**config.mk**
```make
export PLATFORM = sky130hd
export DESIGN_NAME = vretrace_irq
export DESIGN_NICKNAME = d
export VERILOG_FILES = /design/src/rtl/vri_pkg.sv /design/src/rtl/vri_retrace_edge.sv /design/src/rtl/vri_ctrl_reg.sv /design/src/rtl/vri_irq_latch.sv /design/src/rtl/vri_readback.sv /design/src/rtl/vretrace_irq.sv
export SDC_FILE = /design/constraint.sdc
export NUM_CORES = 1
export LEC_CHECK = 0
export ABC_AREA = 0
export BUFFER_PORTS_ARGS = -buffer_cell sky130_fd_sc_hd__buf_2
export CORE_MARGIN = 2
export CORE_UTILIZATION = 35
export CTS_CLUSTER_DIAMETER = 80
export DETAILED_ROUTE_END_ITERATION = 10
export GPL_TIMING_DRIVEN = 0
export SLEW_MARGIN = 20
export SYNTH_ARGS = -nofsm -noshare
export SYNTH_HDL_FRONTEND = slang
export SYNTH_SLANG_ARGS = --single-unit
```
**constraint.sdc**
```tcl
create_clock -name clk -period 1 [get_ports clk]
set_input_delay 0.1 -clock clk [delete_from_list [all_inputs] [get_ports clk]]
set_output_delay 0.1 -clock clk [all_outputs]
set_load 0.02 [all_outputs]
```
**src/rtl/vri_pkg.sv**
```systemverilog
// Package: shared constants for the vertical retrace interrupt unit.
// Assumes an 8-bit register port; bit positions are fixed by software use.
package vri_pkg;
    localparam int DATA_W   = 8;
    localparam int ARM_BIT  = 4;   // 1 arms the latch, 0 clears it
    localparam int MASK_BIT = 5;   // 1 disables set and masks the request
    localparam int STAT_BIT = 7;   // status position of the latch
    localparam int IDX_CTRL = 0;
    localparam int IDX_STAT = 1;

    typedef logic [DATA_W-1:0] reg_word_t;
endpackage

```
**src/rtl/vri_retrace_edge.sv**
```systemverilog
// Module: synchronizes the retrace level into the clock domain and
// detects its rising edge. Assumes STAGES >= 1. Output is a one-cycle pulse.
module vri_retrace_edge #(
    parameter int STAGES = 2
) (
    input  logic clk,
    input  logic rst_n,
    input  logic level_in,
    output logic rise_o
);
    localparam int LAST = STAGES - 1;

    logic [STAGES:0] stage_q;

    // Stage 0 captures the raw level.
    always_ff @(posedge clk) begin
        if (!rst_n) stage_q[0] <= 1'b0;
        else        stage_q[0] <= level_in;
    end

    // Remaining synchronizer stages plus one history flop for edge detection.
    for (genvar g = 1; g <= STAGES; g++) begin : g_stage
        always_ff @(posedge clk) begin
            if (!rst_n) stage_q[g] <= 1'b0;
            else        stage_q[g] <= stage_q[g-1];
        end
    end

    // Rising edge: synchronized level high, previous sample low.
    always_comb rise_o = stage_q[LAST] & ~stage_q[STAGES];
endmodule

```
**src/rtl/vri_ctrl_reg.sv**
```systemverilog
// Module: holds the control register and exposes the value that bit 4
// will have after the current cycle's write, so a clear acts at once.
module vri_ctrl_reg #(
    parameter int IDX_W = 2
) (
    input  logic                 clk,
    input  logic                 rst_n,
    input  logic [IDX_W-1:0]     reg_sel,
    input  logic                 reg_wr,
    input  vri_pkg::reg_word_t   reg_wdata,
    output vri_pkg::reg_word_t   ctrl_q,
    output logic                 arm_next
);
    import vri_pkg::*;

    logic wr_hit;

    // Decode a write aimed at the control index.
    always_comb wr_hit = reg_wr && (reg_sel == IDX_W'(IDX_CTRL));

    // Arm value after this edge; a write of 0 clears immediately.
    always_comb arm_next = wr_hit ? reg_wdata[ARM_BIT] : ctrl_q[ARM_BIT];

    // Store written control bits; reset to all zeros.
    always_ff @(posedge clk) begin
        if (!rst_n)      ctrl_q <= '0;
        else if (wr_hit) ctrl_q <= reg_wdata;
    end
endmodule

```
**src/rtl/vri_irq_latch.sv**
```systemverilog
// Module: the interrupt latch and masked request output. Assumes rise_i is
// a single-cycle pulse. A clear always takes priority over a set.
module vri_irq_latch (
    input  logic clk,
    input  logic rst_n,
    input  logic rise_i,
    input  logic arm_q,
    input  logic mask_q,
    input  logic arm_next,
    output logic latch_q,
    output logic irq_o
);
    logic set_ok;

    // Set only with the stored register armed and not disabled.
    always_comb set_ok = rise_i & arm_q & ~mask_q;

    // Latch update: clear dominates, otherwise sticky set.
    always_ff @(posedge clk) begin
        if (!rst_n)        latch_q <= 1'b0;
        else if (!arm_next) latch_q <= 1'b0;
        else if (set_ok)   latch_q <= 1'b1;
    end

    // Request leaves the block unless masked by the disable bit.
    always_comb irq_o = latch_q & ~mask_q;
endmodule

```
**src/rtl/vri_readback.sv**
```systemverilog
// Module: read multiplexer for control and status. Purely combinational,
// so a read can never disturb state.
module vri_readback #(
    parameter int IDX_W = 2
) (
    input  logic [IDX_W-1:0]   reg_sel,
    input  logic               legacy_mode,
    input  logic               latch_q,
    input  vri_pkg::reg_word_t ctrl_q,
    output vri_pkg::reg_word_t reg_rdata
);
    import vri_pkg::*;

    reg_word_t status_w;

    // Build status word with mode-dependent polarity on the latch bit.
    always_comb begin
        status_w           = '0;
        status_w[STAT_BIT] = legacy_mode ? ~latch_q : latch_q;
    end

    // Select the addressed register; unused indexes read zero.
    always_comb begin
        if (reg_sel == IDX_W'(IDX_CTRL))      reg_rdata = ctrl_q;
        else if (reg_sel == IDX_W'(IDX_STAT)) reg_rdata = status_w;
        else                                  reg_rdata = '0;
    end
endmodule

```
**src/rtl/vretrace_irq.sv**
```systemverilog
// Top: vertical retrace interrupt unit. Synchronizes retrace, holds the
// control register, keeps the interrupt latch and serves register reads.
// Assumes a synchronous active-low reset and a single clock domain.
module vretrace_irq #(
    parameter int IDX_W       = 2,
    parameter int SYNC_STAGES = 2
) (
    input  logic             clk,
    input  logic             rst_n,
    input  logic             vretrace_in,
    input  logic             legacy_mode,
    input  logic [IDX_W-1:0] reg_sel,
    input  logic             reg_wr,
    input  logic [7:0]       reg_wdata,
    output logic [7:0]       reg_rdata,
    output logic             irq_out
);
    import vri_pkg::*;

    logic      edge_rise;
    logic      arm_next;
    logic      latch_q;
    reg_word_t ctrl_q;

    vri_retrace_edge #(.STAGES(SYNC_STAGES)) u_edge (
        .clk      (clk),
        .rst_n    (rst_n),
        .level_in (vretrace_in),
        .rise_o   (edge_rise)
    );

    vri_ctrl_reg #(.IDX_W(IDX_W)) u_ctrl (
        .clk       (clk),
        .rst_n     (rst_n),
        .reg_sel   (reg_sel),
        .reg_wr    (reg_wr),
        .reg_wdata (reg_wdata),
        .ctrl_q    (ctrl_q),
        .arm_next  (arm_next)
    );

    vri_irq_latch u_latch (
        .clk      (clk),
        .rst_n    (rst_n),
        .rise_i   (edge_rise),
        .arm_q    (ctrl_q[ARM_BIT]),
        .mask_q   (ctrl_q[MASK_BIT]),
        .arm_next (arm_next),
        .latch_q  (latch_q),
        .irq_o    (irq_out)
    );

    vri_readback #(.IDX_W(IDX_W)) u_rd (
        .reg_sel     (reg_sel),
        .legacy_mode (legacy_mode),
        .latch_q     (latch_q),
        .ctrl_q      (ctrl_q),
        .reg_rdata   (reg_rdata)
    );
endmodule

```
==> qor.yml <==
place:
  place_ws_ns: -0.0436
  place_area_um2: 648
  port-buffer-count: 23
  hpwl_um: 703
  globalplace.congestion: 0.634
  post-place-cells: 87
cts:
  clock_latency_ns: 0.26
  cts_tree: "done"
  cts_made_buffers: 3
  cts_sinks: 12
  ctsRootBufferMaster: "clkbuf_4"
  h-tree-depth: 1
  clockBufferDepth: 2
  clkTransAtPathRegs_ns: 0.07
  ctsHoldBuffers: 0
final_layout:
  nFillCells: 138
  drive_gt1_share_pct: 47.4
  multiInputGateArea_um2: 270
  post_layout_nonfiller_instances: 91
  fin_area_um2: 716
  regArea_um2: 244
  postLayoutCoreUtil_pct: 53.7
  antennaDiodeCount: 0
  syn2layout_area_growth_pct: 40.5
  nets: 93
drt:
  wirelength_um: 991
  first_iter_violations: 1
  firstDrtPassIters: 2
  vias: 420
  routedWlPerCell_um: 10.9
  ant_nets: 0
  drt-vias-per-instance: 4.62
  drc_errors: 0
pwr:
  power_density_mw_per_mm2: 1240
  p_sw_mw: 0.198
  p_leak_nw: 0.308
  peakVddDrop_mv: 0.794
  seq_power_share_pct: 56.2
  combPwrFrac_pct: 12.2
  power_switching_share_pct: 22.3
  clock_power_share_pct: 31.6
  p_int_mw: 0.691
setup_path:
  crit_type: "flop to primary output"
  rrSetupSlack_ns: 0.14
  critPathMaxStageDelay_ns: 0.32
  cpMaxStageDelayCell: "dfxtp_2"
  start_kind: "flop"
  endpoint_kind: "primary output"
  critPathMaxFanout: 2
  cp_num_buf_inv: 1
  path_cells: "xnor2_1 > a211oi_2 > buf_4"
  cp_top_family: "flip-flops"
  required_ns: 0.90
  cp.arrival_ns: 1.07
floorplan:
  die_width_um: 42.1
  io_pins: 24
  row_count: 13
  die_h_um: 42.1
  core_mm2: 0.00133
  die_area_mm2: 0.00178
  initial_core_util_pct: 38.2
run:
  cap_violations: 0
sta:
  layout_min_cycle_time_ns: 1.17
  slew_viol_final: 0
  fin_crit_sh_pct: 117
  worstMarginPinSlew_ns: 0.338
  fmax_ghz: 0.856
  finalHoldViolCount: 0
  setup_viol: 2
  rsz0062_at_grt: "yes"
  fin_hold_ws_ns: 0.0411
  max_slew_margin_pct: 77.5
  clock_skew_ns: 0.000532
  timing.final.ws_setup_ns: -0.168
global_routing:
  antenna_found_initial: 0
  track_usage_pct: 12.8
  grt_overflow: 0
  grt_pass1_wl_um: 1700
  grt_pass1_vias: 394
  grt_max_degree: 11
synthesis:
  yosys.area.top_type: "dfxtp_1"
  synthTopCellsByArea: "dfxtp_1 47%, mux2i_1 16%, and2_1 12%, nor2b_1 11%, nor3b_2 2.5%"
  synthArstFlopShare_pct: 0
  yosysWarnings: 0
  synth-edff-count: 0
  ys_seq_area_share_pct: 47.2
  synth_commonest_cells: "12 x dfxtp_1, 10 x and2_1, 9 x nor2b_1, 8 x mux2i_1, 3 x nor2_1"
  ys_ff_latch: 12
  synth_top_cell_area_share_pct: 47.2
  synthesis.instances: 49
  synth_nets: 64
  synth_ff_type: "dfxtp_1"
  synthesis.area_um2: 509
  synth.avg_cell_area_um2: 10.4
  synth.distinct_cells: 12
  post-synth-top-count-cell: "dfxtp_1"
hold_path:
  hp-class: "input port to flop"
status:
  violations: "setup timing"
  status: "complete, but fails checks"
-- flip-flops by register name, indices dropped and copies added (netlist names) --
signal           count
u_edge.stage_q       3
u_ctrl.ctrl_q        8
u_latch.latch_q      1
-- cells by family (layout without fill, tap and decap cells) --
group	after synthesis	count (layout)	share of synthesized area (%)
AO/OA/AOI/OAI	2	2	2.46
buffers and inverters	2	29	2.95
multiplexers	8	8	15.7
AND/OR/NAND/NOR	24	24	30.0
flip-flops	12	12	47.2
XOR/XNOR	1	1	1.72
-- layout by cell type, fill, tap and decap left out --
cell	Yosys	layout
a211oi_2	0	1
and2_1	10	9
and2_4	0	1
buf_2	0	17
buf_4	0	5
buf_6	1	3
clkbuf_1	1	1
clkbuf_4	0	3
dfxtp_1	12	9
dfxtp_2	0	3
mux2i_1	8	8
nor2_1	3	2
nor2_2	0	1
nor2b_1	9	9
nor3b_2	1	1
nor4bb_2	0	1
o21ai_1	0	1
xnor2_1	1	1
-- layout make-up --
cell class              count  area share [%]
plain buffers               2            2.10
clock buffers               3            3.15
multi-input cells          35            37.8
flip-flops and latches     12            34.1
well taps                  15            2.62
repair buffers             24            20.3
-- worst register-to-register path, cell delays in order (launching register included) --
cell	delay, ns
dfxtp_2	0.34
nor4bb_2	0.27
o21ai_1	0.08
nor2_1	0.10
-- path summary, 6_finish.rpt --
| path | cells after the start | end | start |
|---|---|---|---|
| min reg2reg | 1 | u_edge.stage_q[1]$_SDFF_PN0_ | u_edge.stage_q[0]$_SDFF_PN0_ |
| min | 2 | u_edge.stage_q[0]$_SDFF_PN0_ | vretrace_in |
| max reg2reg | 3 | u_latch.latch_q$_SDFFE_PN0P_ | u_ctrl.ctrl_q[5]$_SDFFE_PN0P_ |
| max | 3 | reg_rdata[7] | u_latch.latch_q$_SDFFE_PN0P_ |
-- metal layers --
layer	share of wire (%)	track usage (%)	vias to the layer above
met2	47	18.1	14
li1	-	-	215
met5	0	0	-
met4	1.2	9.38	0
met1	45	16.0	189
met3	6.5	4.31	2
-- power by group through the flow --
stage | clock [mW] | combinational [mW] | sequential (mW)
after floorplan | 0 | 0.0578 | 0.509
after global placement | 0 | 0.101 | 0.510
after detailed placement | 0 | 0.102 | 0.511
after CTS | 0.298 | 0.105 | 0.500
after global routing | 0.316 | 0.120 | 0.502
final | 0.281 | 0.108 | 0.500
-- repair_timing --
item / CTS / global route
setup endpoints to repair: 9 / 10
gates resized for setup: 4 / 11
pin swaps: 1 / 0
buffers inserted: 1 / 0
-- stage by stage --
| step | power (mW) | setup TNS [ns] |
|---|---|---|
| final | 0.890 | -0.244 |
| after global placement | 0.611 | -0.292 |
| after detailed placement | 0.613 | -0.323 |
| after global routing | 0.937 | -0.373 |
| after floorplan | 0.567 | 0 |
| after CTS | 0.903 | -0.526 |
Note: power is estimated with default switching activity, not from simulation.
